$ cat config.mk
export PLATFORM = sky130hd
export DESIGN_NAME = sprite_collide_latches
export DESIGN_NICKNAME = d
export VERILOG_FILES = /design/src/rtl/sprite_collide_pkg.sv /design/src/rtl/sc_pair_detect.sv /design/src/rtl/sc_latch_bank.sv /design/src/rtl/sc_read_mux.sv /design/src/rtl/sprite_collide_latches.sv
export SDC_FILE = /design/constraint.sdc
export NUM_CORES = 1
export LEC_CHECK = 0
export BUFFER_PORTS_ARGS = -buffer_cell sky130_fd_sc_hd__clkbuf_2
export CAP_MARGIN = 20
export CORE_MARGIN = 3
export CORE_UTILIZATION = 36
export DETAILED_ROUTE_END_ITERATION = 7
export PLACE_DENSITY = 0.6
export SLEW_MARGIN = 20
export SYNTH_ARGS = -nofsm -noshare
export SYNTH_HDL_FRONTEND = slang
export SYNTH_SLANG_ARGS = --single-unit
$ cat constraint.sdc
create_clock -name clk -period 1.2 [get_ports clk]
set_input_delay 0.06 -clock clk [delete_from_list [all_inputs] [get_ports clk]]
set_output_delay 0.06 -clock clk [all_outputs]
set_load 0.01 [all_outputs]
$ cat src/rtl/sprite_collide_pkg.sv
package sprite_collide_pkg;

    localparam int unsigned NUM_SRC  = 6;
    localparam int unsigned NUM_PAIR = NUM_SRC * (NUM_SRC - 1) / 2;
    localparam int unsigned DATA_W   = 8;
    localparam int unsigned NUM_WORD = (NUM_PAIR + 1) / 2;
    localparam int unsigned ADDR_W   = $clog2(NUM_WORD);
    localparam int unsigned PAD_W    = DATA_W - 2;

    typedef enum logic [2:0] {
        SRC_PLY0 = 3'd0,
        SRC_PLY1 = 3'd1,
        SRC_MSL0 = 3'd2,
        SRC_MSL1 = 3'd3,
        SRC_BALL = 3'd4,
        SRC_FIELD = 3'd5
    } src_id_e;

    typedef struct packed {
        logic             even_bit;
        logic             odd_bit;
        logic [PAD_W-1:0] pad;
    } rd_word_t;

    // First source of pair k in lexicographic (i<j) order.
    function automatic int unsigned pair_lo(input int unsigned k);
        int unsigned n;
        int unsigned res;
        n   = 0;
        res = 0;
        for (int unsigned i = 0; i < NUM_SRC; i++) begin
            for (int unsigned j = i + 1; j < NUM_SRC; j++) begin
                if (n == k) res = i;
                n++;
            end
        end
        return res;
    endfunction

    // Second source of pair k.
    function automatic int unsigned pair_hi(input int unsigned k);
        int unsigned n;
        int unsigned res;
        n   = 0;
        res = 0;
        for (int unsigned i = 0; i < NUM_SRC; i++) begin
            for (int unsigned j = i + 1; j < NUM_SRC; j++) begin
                if (n == k) res = j;
                n++;
            end
        end
        return res;
    endfunction

endpackage

$ cat src/rtl/sc_pair_detect.sv
module sc_pair_detect
    import sprite_collide_pkg::*;
(
    input  logic [NUM_SRC-1:0]  src_en,
    input  logic                pix_vis,
    output logic [NUM_PAIR-1:0] hit
);

    for (genvar k = 0; k < NUM_PAIR; k++) begin : g_pair
        localparam int unsigned A_IDX = pair_lo(k);
        localparam int unsigned B_IDX = pair_hi(k);
        assign hit[k] = pix_vis & src_en[A_IDX] & src_en[B_IDX];
    end

endmodule

$ cat src/rtl/sc_latch_bank.sv
module sc_latch_bank
    import sprite_collide_pkg::*;
(
    input  logic                clk,
    input  logic                rst,
    input  logic                clr_all,
    input  logic                pix_vis,
    input  logic [NUM_PAIR-1:0] hit,
    output logic [NUM_PAIR-1:0] lat_q
);

    always_ff @(posedge clk) begin
        if (rst || clr_all) begin
            lat_q <= '0;
        end else begin
            lat_q <= lat_q | hit;
        end
    end

    p_reset_r1: assert property (@(posedge clk)
        rst |=> (lat_q == '0));

    p_set_r2: assert property (@(posedge clk) disable iff (rst)
        (!clr_all && (hit != '0)) |=> ((lat_q & $past(hit)) == $past(hit)));

    p_sticky_r3: assert property (@(posedge clk) disable iff (rst)
        !clr_all |=> ((lat_q & $past(lat_q)) == $past(lat_q)));

    p_novis_r4: assert property (@(posedge clk) disable iff (rst)
        (!pix_vis && !clr_all) |=> $stable(lat_q));

    p_clear_wins_r6: assert property (@(posedge clk) disable iff (rst)
        clr_all |=> (lat_q == '0));

endmodule

$ cat src/rtl/sc_read_mux.sv
module sc_read_mux
    import sprite_collide_pkg::*;
(
    input  logic [NUM_PAIR-1:0] lat_q,
    input  logic [ADDR_W-1:0]   rd_addr,
    output rd_word_t            word
);

    logic [2*NUM_WORD-1:0] padded;

    assign padded = {{(2*NUM_WORD-NUM_PAIR){1'b0}}, lat_q};

    always_comb begin
        word          = '0;
        word.even_bit = padded[2*rd_addr];
        word.odd_bit  = padded[2*rd_addr+1];
    end

endmodule

$ cat src/rtl/sprite_collide_latches.sv
module sprite_collide_latches
    import sprite_collide_pkg::*;
(
    input  logic              clk,
    input  logic              rst,
    input  logic              pix_vis,
    input  logic [5:0]        src_en,
    input  logic              clr_all,
    input  logic [2:0]        rd_addr,
    output logic [7:0]        rd_data
);

    logic [NUM_PAIR-1:0] hit;
    logic [NUM_PAIR-1:0] lat_q;
    rd_word_t            word;

    sc_pair_detect u_detect (
        .src_en  (src_en),
        .pix_vis (pix_vis),
        .hit     (hit)
    );

    sc_latch_bank u_bank (
        .clk     (clk),
        .rst     (rst),
        .clr_all (clr_all),
        .pix_vis (pix_vis),
        .hit     (hit),
        .lat_q   (lat_q)
    );

    sc_read_mux u_rdmux (
        .lat_q   (lat_q),
        .rd_addr (rd_addr),
        .word    (word)
    );

    assign rd_data = word;

    p_pad_zero_r7: assert property (@(posedge clk) disable iff (rst)
        (rd_data[5:0] == '0) && !(rd_addr == 3'd7 && rd_data[6]));

endmodule

Word level (Yosys, flattened, before mapping) --
Cells that the tools add are included.
Storage, ports and cells: register bits after elaboration 15, bits in latches 0, bits in writable memories 0, bits in read-only memories 0, input port bits 13, output and inout port bits 8, word-level logic and storage cells 30, memories kept 0
Operators by class: add/subtract/negate cells 1, multipliers 0, divide/modulo/power cells 0, order comparisons 2, eq/ne operators 0, shift operators 0, multiplexer cells 4, bitwise gates (word level) 21, reduce and logical (&&, ||, !) cells 1
Operators by type and width (count):
- 32-bit by 5-bit < comparator with 1-bit output (second input constant) | 1
- 1-bit AND | 20
- 15-bit bitwise OR | 1
- 4-bit by 1-bit adder with 5-bit output (second input constant) | 1
- 4-bit by 5-bit < comparator with 1-bit output (second input constant) | 1
- 1-bit binary-select mux with 4-bit select | 1
- 1-bit binary-select mux with 3-bit select | 1
- 1-bit 2-to-1 mux | 2
- 1-bit logical OR | 1

Logic depth before layout (Yosys ltp) --
Gate-level depths: netlist (run 1).
depth after elaboration 3, depth in mapped cells 4, mapped depth without buffers 3

Hierarchy --
Synthesis (run 1) repeated with hierarchy kept, for this count alone.
Second synthesis, totals: cell total of the unflattened synthesis 67, area, all modules 732.0 um2
Modules (own cells, without submodules):
- sc_latch_bank | instances 1, cells each 32, area an instance 435.4 um2, seq. area each 300.3 um2
- sc_read_mux | instances 1, cells each 19, area an instance 185.2 um2, seq. area each 0.0 um2
- sc_pair_detect | instances 1, cells each 16, area an instance 111.4 um2, seq. area each 0.0 um2

Worst setup path before layout (run 1) --
No wires, ideal clock.
path type reg2out, from register u_bank.lat_q[6], to output port rd_data[7], arrival 1050 ps, required time 1140 ps, slack 90 ps, stages on the path, launching flop included 3, buffers on the path 0, path through dfxtp_1 > mux4_1 > mux2_2
On the way: cells in the longest elaborated chain, start to end 2
Ends and longest elaborated chain:
- start: declaration | line sc_latch_bank.sv:9 | output logic [NUM_PAIR-1:0] lat_q
- start signal: assignment | line sc_latch_bank.sv:16 | lat_q <= lat_q | hit;
- 1-bit binary-select mux with 3-bit select | line sc_read_mux.sv:15 | word.even_bit = padded[2*rd_addr];
- 1-bit 2-to-1 mux (not written as such) | line sc_read_mux.sv:15
- end: declaration | line sprite_collide_latches.sv:10 | output logic [7:0] rd_data
No other way between the ends. The select of a mux whose other input is x is not followed.

Worst setup path in the final report (run 1) --
from register u_bank.lat_q[11], to output port rd_data[6]
On the way: cells in the longest elaborated chain, start to end 2
Ends and longest elaborated chain:
- 1-bit binary-select mux with 4-bit select | line sc_read_mux.sv:16 | word.odd_bit = padded[2*rd_addr+1];
- 1-bit 2-to-1 mux (not written as such) | line sc_read_mux.sv:16
No other way between the ends. The select of a mux whose other input is x is not followed.

==> results.txt, run 1 <==
The flow ran to the end, but the final reports show violations. The checks that failed: negative setup slack. The post-synthesis cell count came out at 65.

The half-perimeter wire length of the detailed placement result is 1.03 mm. The endpoint arrival time on the critical path is approximately 1500 ps. Clock-pin slew was measured on the worst setup and hold paths at about 80 ps. The number of distinct library cells after synthesis is 14. The maximum number of pins on one net before global-route repair came out at 16. The number of hold violations in the final report is 0. The aggregate global routing overflow came out at 0. The number of clock buffers added by TritonCTS is 3.

The global routing usage on met2 is 20.1%. The total inserted antenna cells is 0. Of the cells placed in the final design, the portion with a size suffix greater than 1 is 37.0%. The reported max-cap violation count came out at 0. The count of vias placed by the detailed router is 537.

The die covers 2310 um2. After detailed routing, the total wire length is around 1.4 mm. TritonCTS built the clock tree. The nature of the critical path endpoint is a primary output. For this design the static power due to leakage is about 0.31 nW. For this run, the number of Yosys warnings is 0.

In the global route stage, met3 resource usage came out at 5.54%. The floorplan step defined a core boundary enclosing 1590 um2. The combined global-route utilization of all metal layers came out at 13.7%. The die is 48.1 um wide. The library cell used most frequently in the layout, excluding fill and tap cells, is nor2_1. Across all setup checks in the final design, the least slack found is -332 ps. The root buffer cell chosen for the clock tree is clkbuf_4. The synthesis-to-layout area growth came out at 18.6%. The critical path is of the reg -> out type. The post-synthesis instance area came out at 638 um2. The maximum fanout count along the critical path came out at 2. The final routed DRC violation total is 0. The first-pass iteration count of the detailed router is 4. STA classifies the critical path startpoint as a flop.

Averaged over all synthesized cells, the footprint is 9.82 um2. The number of placed instances with taps included is 101. Registers take 307 um2. met2 is the most crowded layer. The number of levels the H-tree was split into is 1.

The CTS sink count is 15. The max-slew violation count came out at 0. The worst-case IR drop observed on VDD is approximately 800 uV.

The final critical-path share of the clock period is 128%. The number of antenna violations at the first check in global routing came out at 0. The count of antenna-violating nets left after detailed routing is 0. Once the floorplan was initialized, standard cells occupied 40.0% of the core. Derived from the worst setup path, the maximum achievable clock frequency is 653 MHz. The final number of setup-violating endpoints is 2. The floorplan step set the die height to slightly below 50 um. The number of port buffers came out at 14.

The largest registers in the layout are u_bank.lat_q: 15 flops. The via-per-instance ratio came out at 5.11. Fill cells in the final layout number between 150 and 200. The register with the most flip-flops in the final layout is u_bank.lat_q. The share of the core filled with cells is 47.5%. The placer congestion estimate is 0.708. The routed design could run at a clock period as short as 1530 ps. The top-level port count is 21. Row generation in the floorplan step produced 14 rows. The tightest min-delay check is of the in -> reg type.

The non-filler instance count after layout is 105. The initial DRC count came out at 11. The register with the most flip-flops in the layout has 15 of them. The clock skew after layout is 0 ps. The required time of the worst setup path came out at 1140 ps. In the layout the commonest cells are 15 x nor2_1, 12 x clkbuf_2, 10 x a31oi_1, 10 x dfxtp_1, 6 x conb_1.

The first global-routing pass estimated 2.08 mm of wire. The insertion delay of the later-clocked pin in the worst-skew pair came out at 270 ps. The met1 usage in global routing came out at roughly 18%. After the last flow step, the layout net total stands at 95. The sequential area share after synthesis came out at a little under half. Setup repair after global routing could not meet its margin everywhere. The routed wirelength normalized by instance count is 13.2 um. The maximum count of clock buffers along a single path is 2. The number of global-route vias before repair is 448.

The post-synthesis sequential element count is 15. The area taken by multi-input logic gates is ~300 um2. The power density relative to cell area is 1200 nW/um2.
-- area by class of cell --
class / count / area share (%)
flip-flops and latches: 15 / 40.5
well taps: 24 / 3.97
repair buffers: 16 / 12.9
clock buffers: 4 / 3.47
multi-input cells: 46 / 39.2
-- routing by layer --
| metal | vias to the layer above | part of all wire [%] |
|---|---|---|
| met5 | - | 0 |
| met4 | 0 | 0.72 |
| met3 | 2 | 8.1 |
| met2 | 19 | 47 |
| met1 | 262 | 44 |
| li1 | 254 | - |
-- where the power goes --
part           switching, W  total [W]  internal [W]
logic             0.0000621   0.000110     0.0000482
registers        0.00000619   0.000516      0.000510
clock network      0.000151   0.000280      0.000129
total              0.000219   0.000906      0.000687
-- worst max-delay path, stage by stage, from the launching register on --
cell and delay [ps]:
dfxtp_2 320, mux4_2 460, mux2_4 290, buf_6 120
-- final timing paths --
| kind | startpoint | to | slack (ps) | cells after the start |
|---|---|---|---|---|
| worst max-delay path | u_bank.lat_q[11] | rd_data[6] | -330 | 3 |
| worst min-delay path | src_en[2] | u_bank.lat_q[10] | 90 | 3 |
| worst max register to register | u_bank.lat_q[9] | u_bank.lat_q[9] | 470 | 3 |
| worst min register to register | u_bank.lat_q[11] | u_bank.lat_q[11] | 460 | 2 |
-- what timing repair did --
action,in CTS,in global routing
buffers inserted,0,0
gates resized for setup,7,7
cloned,0,0
hold buffers,0,0
endpoints found under the hold margin,0,0
endpoints found under the setup margin,2,2
-- per-stage QoR --
step	total power (W)	setup TNS [ps]	cell area, um2	worst slack (ps)	hold slack, ps
global route	0.000954	-744	757	-379	89.9
floorplan	0.000595	0	657	90.1	197
detailed placement	0.000629	-109	716	-65.4	381
CTS	0.000912	-651	738	-328	87.1
global placement	0.000628	-37.6	716	-30.4	382
finish	0.000906	-653	757	-332	90.0
-- cells by family (layout without fill, tap and decap cells) --
| kind of cell | count (synthesis) | in the layout | synth area share [%] |
|---|---|---|---|
| simple gates | 18 | 18 | 11.4 |
| compound gates | 16 | 16 | 14.7 |
| flops | 15 | 15 | 47.1 |
| buf+inv | 9 | 20 | 8.82 |
| mux | 6 | 6 | 17.5 |
| other cells | 1 | 6 | 0.588 |
-- cell usage after synthesis --
library cell / n / share of area [%]
o22ai_1: 1 / 0.98
dfxtp_1: 15 / 47
mux2i_1: 1 / 1.6
nand2_1: 1 / 0.59
clkbuf_1: 3 / 1.8
conb_1: 1 / 0.59
buf_4: 6 / 7.1
and2_1: 1 / 0.98
nor2_1: 15 / 8.8
mux4_1: 3 / 12
or2_2: 1 / 0.98
a21oi_1: 5 / 3.9
mux2_2: 2 / 3.5
a31oi_1: 10 / 9.8
Note: power is estimated with default switching activity, not from simulation.
==> run 2, diff against run 1 <==
--- a/config.mk
+++ b/config.mk
@@ -8,9 +8,9 @@
 export BUFFER_PORTS_ARGS = -buffer_cell sky130_fd_sc_hd__clkbuf_2
 export CAP_MARGIN = 20
 export CORE_MARGIN = 3
-export CORE_UTILIZATION = 36
+export CORE_UTILIZATION = 47
 export DETAILED_ROUTE_END_ITERATION = 7
-export PLACE_DENSITY = 0.6
+export PLACE_DENSITY = 0.75
 export SLEW_MARGIN = 20
 export SYNTH_ARGS = -nofsm -noshare
 export SYNTH_HDL_FRONTEND = slang
==> run 2 against run 1 <==
  * The flow still finishes with violations (negative setup slack)
  * Final cell count down 10%
  * Largest cell class unchanged
  * Critical endpoint is now rd_data[7]
  * Via count shrank 2.2%
  * Core utilization is 15 points higher
  * Critical path type unchanged
  * Register-to-register slack better by 90 ps
==> results.txt, run 2 (same netlist as run 1, synthesis figures left out) <==
The reported max-cap violation count came out at 0 (unchanged). The number of levels the H-tree was split into is 1 (unchanged). The number of buffers inserted to repair setup after CTS was 0 (unchanged).

The via-per-instance ratio came out at 5.59 (+9.2%). The maximum count of clock buffers along a single path came out at 2 (unchanged). The checks that failed: negative setup slack.

The final critical-path share of the clock period came out at 129% (+0.90 points). The starting density of the core was 53.8% (+14 points). The number of antenna violations at the first check in global routing came out at 0 (unchanged). The worst setup path is launched from a flop. The maximum vdd drop came out at 885 uV (+11%). The insertion delay of the later-clocked pin in the worst-skew pair came out at 280 ps (about the same). The total inserted antenna cells is 0 (unchanged). The number of placed instances with taps included came out at 90 (-11%). The total design power is 0.000911 W (+0.59%). The chip height is 42.8 um (-11%). The number of port buffers is 14 (unchanged). The sum of routed wire length over all layers is 1.43 mm (+3.4%). Clock tree synthesis selected as its root buffer the cell clkbuf_4.

The leakage power total came to 0.309 nW (-0.86%). Setup repair after global routing could not meet its margin everywhere. The run finished, with violations left. The least setup slack across all paths after layout is -343 ps (-10.8 ps). The CTS sink count came out at 15 (unchanged). The first-pass iteration count of the detailed router was 4 (unchanged). The top-level port count is 21 (unchanged). The number of hold-repair buffers added at the cts stage is 0 (unchanged). The final critical path time including I/O delays and setup came to 1540 ps (+10.8 ps). The count of vias placed by the detailed router came out at 525 (-2.2%). The half-perimeter wire length of the detailed placement result is 1.07 mm (+3.7%).

The overall die width is 42.8 um (-11%). The maximum fanout count along the critical path is 2 (unchanged). The aggregate global routing overflow is 0 (unchanged). The placement row count came out at 12 (-2). The setup slack on the worst flop-to-flop path came out at 560 ps (+90 ps). The max-slew violation count came to 0 (unchanged). In this run the critical register-to-register path is launched from u_bank.lat_q[0]. The required time of the worst setup path came out at 1140 ps (about the same). The number of nets in the final layout is 94 (-1.1%). The placer congestion estimate is 0.752 (+6.3%).

The pre-CTS setup slack came out at -67.6 ps (-2.30 ps). The final number of setup-violating endpoints is 2 (unchanged). The flip-flop count of the largest register, all copies and words added came out at 15 (unchanged).

The power density relative to cell area is 1230 nW/um2 (+3.1%). The library cell used most frequently in the layout, excluding fill and tap cells, is nor2_1. TritonCTS built the clock tree. The maximum number of pins on one net before global-route repair came out at 16 (unchanged). The number of buffers added by the clock tree synthesis step came out at 3 (unchanged). The endpoint arrival time on the critical path is 1480 ps (about the same).

The register with the highest flop count is u_bank.lat_q. The final routed DRC violation total is 0 (unchanged). The count of antenna-violating nets left after detailed routing is 0 (unchanged).

By startpoint and endpoint, the worst setup path is classified as reg -> out. The worst setup path is captured at a primary output. The full die area is 1840 um2 (-21%). The hold slack was 103 ps (+13.3 ps). The synthesis-to-layout area growth is 15.7%.

In this run the worst setup path begins at u_bank.lat_q[8]. The largest registers in the layout are u_bank.lat_q: 15 flops. The number of hold violations in the final report is 0 (unchanged). The area of the core came out at 1190 um2 (-26%). The routed wirelength normalized by instance count came to 15.2 um (+15%). The non-filler instance count after layout is 94 (-10%). The wire length of the first global-routing pass is 2.23 mm (+7.3%). The combined global-route utilization of all metal layers came out at 16.4% (+2.7 points). The share of post-route cells with drive strength above 1 came out at 37.5% (+0.46 points). The number of global-route vias before repair came out at 473 (+5.6%). The hold path startpoint is src_en[0].

The clock skew after layout is 0 ps (unchanged). The top cell types in the final layout, fill and taps aside, are 15 x nor2_1, 12 x clkbuf_2, 10 x a31oi_1, 10 x dfxtp_1, 6 x conb_1. The type of the worst min-delay path is in -> reg. The clock transition at the registers of the reported paths is 100 ps (+20 ps). The peak clock frequency supported by timing came out at 648 MHz (-0.70%). The initial DRC count was 10 (-1).
## run 2: per-stage QoR
| stage | utilization (%) | setup TNS [ps] | instance area (um2) |
|---|---|---|---|
| after global routing | 62.2 | -760 | 738 |
| after detailed placement | 58.6 | -97.5 | 696 |
| final | 62.2 | -663 | 738 |
| after floorplan | - | 0 | 657 |
| after CTS | 60.5 | -653 | 718 |
| after global placement | 58.6 | -30.5 | 696 |
## run 2: layer usage
layer	vias up	track usage [%]	share of wire, %
met2	14	25.1	47
li1	251	-	-
met4	0	5.59	1.3
met3	4	4.24	5.2
met1	256	22.0	47
met5	-	0	0
## run 2: final timing paths
kind | endpoint | cells after the start
worst max-delay path | rd_data[7] | 3
worst min-delay path | u_bank.lat_q[2] | 3
worst max register to register | u_bank.lat_q[0] | 2
worst min register to register | u_bank.lat_q[11] | 2
## run 2: worst max-delay path: stages, from the launching register on
cell and delay, ps:
dfxtp_1 330, mux4_2 460, mux2_4 290, buf_6 120
## run 2: final cells by class
cell class	count	area, um2
clock buffers	3	22.5
repair buffers	15	90.1
clock inverters	1	5.00
flip-flops and latches	15	307
fillers	111	448
multi-input cells	46	297
well taps	14	17.5
## run 2: power by group
part	total (W)	switching, W	internal, W	leakage, nW
sequential	0.000516	0.00000639	0.000510	0.124
combinational	0.000111	0.0000633	0.0000474	0.168
clock	0.000285	0.000161	0.000123	0.0177
total	0.000911	0.000231	0.000681	0.309
## run 2: timing repair
item,4_1_cts,5_1_grt
cloned,0,0
resized for setup,4,10
setup endpoints to repair,2,2
==> run 3, diff against run 2 <==
--- a/config.mk
+++ b/config.mk
@@ -7,10 +7,11 @@
 export LEC_CHECK = 0
 export BUFFER_PORTS_ARGS = -buffer_cell sky130_fd_sc_hd__clkbuf_2
 export CAP_MARGIN = 20
-export CORE_MARGIN = 3
-export CORE_UTILIZATION = 47
+export CORE_AREA = 3 3 40 42
+export CTS_BUF_LIST = sky130_fd_sc_hd__clkbuf_4 sky130_fd_sc_hd__clkbuf_8
 export DETAILED_ROUTE_END_ITERATION = 7
-export PLACE_DENSITY = 0.75
+export DIE_AREA = 0 0 43 45
+export PLACE_DENSITY = 0.76
 export SLEW_MARGIN = 20
 export SYNTH_ARGS = -nofsm -noshare
 export SYNTH_HDL_FRONTEND = slang
==> run 3 against run 2 <==
  * The flow still finishes with violations (negative setup slack)
  * Power up 1.3%
  * Final cell count grew 2.1%
  * Routed wire length shrank 9.4%
  * Combinational power about the same
  * Non-clock buffer count is 1 higher
  * Core utilization down 3.8 points
  * Clock power up 5%
  * Sequential power hardly changed
  * Hold slack got worse by 19 ps
  * First-iteration DRC count increased to 3.2 times the previous value
  * Highest routed layer unchanged
==> results.txt, run 3 (same netlist as run 1, synthesis figures left out) <==
The category of the critical setup timing path is reg -> out. The required time of the worst setup path was 1140 ps (about the same). The wire length of the first global-routing pass is 2.18 mm (-2.2%).

The number of fill cells came out at 116 (+4.5%). The insertion delay of the later-clocked pin in the worst-skew pair came out at 280 ps (about the same). The clock skew after layout came out at 0 ps (unchanged). The final routed DRC violation total is 0 (unchanged). The maximum fanout count along the critical path is 2 (unchanged). The nature of the critical path endpoint is a primary output.

The CTS sink count is 15 (unchanged). The number of hold violations in the final report came out at 0 (unchanged). In this run the clock root is driven by a clkbuf_4. The maximum vdd drop is 733 uV (-17%). The first-pass iteration count of the detailed router is 4 (unchanged).

The number of buffers added by the clock tree synthesis step is 3 (unchanged). The final number of setup-violating endpoints is 2 (unchanged). From synthesis to final layout, the design area changed by 17.6%. The flip-flop count of the largest register, all copies and words added came out at 15 (unchanged).

The largest registers in the layout are u_bank.lat_q: 15 flops. The starting density of the core is 49.7% (-4.1 points). The top-level port count came to 21 (unchanged). The CTS tree is yes. The share of the core filled with cells is 58.4% (-3.8 points). The number of hold-repair buffers added at the cts stage is 0 (unchanged). The final-layout setup total negative slack was -640 ps (+23.1 ps). The initial DRC count came out at 32 (+22).

The combined global-route utilization of all metal layers came out at 15.3% (-1.1 points). The placement row count is 13 (+1). The flow ran to the end, but the final reports show violations.

The half-perimeter wire length of the detailed placement result is 958 um (-10%). The max-slew violation count came to 0 (unchanged). The final critical path time including I/O delays and setup is 1520 ps (-17.9 ps). The area of the core is 1280 um2 (+8.3%). The least setup slack across all paths after layout came to -325 ps (+17.9 ps). The number of levels the H-tree was split into came out at 1 (unchanged). The number of resized instances in the post-cts repair step came out at 7 (+3). The number of port buffers came out at 14 (unchanged).

The number of global-route vias before repair was 479 (+1.3%). The tightest min-delay check is of the in -> reg type. The full die area came out at 1940 um2 (+5.4%).

The library cell used most frequently in the layout, excluding fill and tap cells, is nor2_1. The number of placed instances with taps included is 92 (+2.2%). The number of nets in the final layout came out at 95 (+1.1%). The overall die width is 43 um (+0.36%).

The count of antenna-violating nets left after detailed routing is 0 (unchanged). The aggregate global routing overflow came out at 0 (unchanged). The via-per-instance ratio is 5.59 (+0.15%). The peak clock frequency supported by timing came out at 656 MHz (+1.2%). The routed wirelength normalized by instance count is 13.5 um (-11%). Setup repair after global routing could not meet its margin everywhere. The share of post-route cells with drive strength above 1 is 39.5% (+2.0 points).

The sum of routed wire length over all layers is 1.30 mm (-9.4%). The count of vias placed by the detailed router was 537 (+2.3%). The total inserted antenna cells came out at 0 (unchanged). The number of antenna violations at the first check in global routing came out at 0 (unchanged). The register with the highest flop count is u_bank.lat_q.

The total design power is 0.000923 W (+1.3%). The non-filler instance count after layout came to 96 (+2.1%). The maximum count of clock buffers along a single path came out at 2 (unchanged). The final reports fail on negative setup slack. The leakage power total is 0.316 nW (+2.1%). The chip height is 45 um (+5.0%).

The power density relative to cell area came to 1230 nW/um2 (-0.42%). The reported max-cap violation count came out at 0 (unchanged). In the layout the commonest cells are 15 x nor2_1, 12 x clkbuf_2, 10 x a31oi_1. The pre-CTS setup slack is -37.9 ps (+29.8 ps).

The endpoint arrival time on the critical path came out at 1460 ps (-20 ps). The final critical-path share of the clock period came to 127% (-1.5 points). The placer congestion estimate is 0.796 (+5.8%). The maximum number of pins on one net before global-route repair was 16 (unchanged). The clock transition at the registers of the reported paths was 80 ps (-20 ps).

The number of buffers inserted to repair setup after CTS came out at 0 (unchanged). The kind of start point of the critical path is a flop.
[run 3: cell count changes in the layout (fill, tap and decap cells not counted), sizes merged]
cell / previous run / this run
clkinv: 1 / 0
buf: 3 / 4
clkbuf: 15 / 16
[run 3: worst max-delay path, cell delays in order, from the launching register on]
cell and delay (ps):
dfxtp_1 320, mux4_2 450, mux2_4 290, buf_6 120
[run 3: routing by layer]
metal / up-vias / global-route usage [%] / wire length [um]
li1: 256 / - / -
met5: - / 0 / 0
met2: 36 / 23.4 / 626
met4: 0 / 7.23 / 28
met1: 240 / 21.4 / 523
met3: 5 / 2.39 / 116
[run 3: path summary, 6_finish.rpt]
kind / startpoint / to / slack (ps) / cells after the start
worst max-delay path: u_bank.lat_q[12] / rd_data[7] / -320 / 3
worst min-delay path: src_en[2] / u_bank.lat_q[10] / 80 / 3
worst max register to register: u_bank.lat_q[9] / u_bank.lat_q[9] / 470 / 3
worst min register to register: u_bank.lat_q[11] / u_bank.lat_q[11] / 470 / 2
[run 3: cell type report]
class,count,area (um2),area share [%]
Clock buffer,4,30.0,4.00
Timing Repair Buffer,16,97.6,13.0
Tap cell,15,18.8,2.50
Sequential cell,15,308,41.0
Multi-Input combinational cell,46,297,39.5
[run 3: through the flow]
| stage | hold slack [ps] | area [um2] |
|---|---|---|
| 3_5_place_dp | 371 | 704 |
| 3_3_place_gp | 364 | 704 |
| 2_1_floorplan | 197 | 657 |
| 4_1_cts | 78.7 | 731 |
| 6_report | 84.1 | 751 |
| 5_1_grt | 104 | 751 |
[run 3: report_power, final]
part	switching [W]	total [W]	internal, W
registers	0.00000628	0.000516	0.000510
clock network	0.000147	0.000298	0.000152
logic	0.0000603	0.000109	0.0000483
total	0.000213	0.000923	0.000710
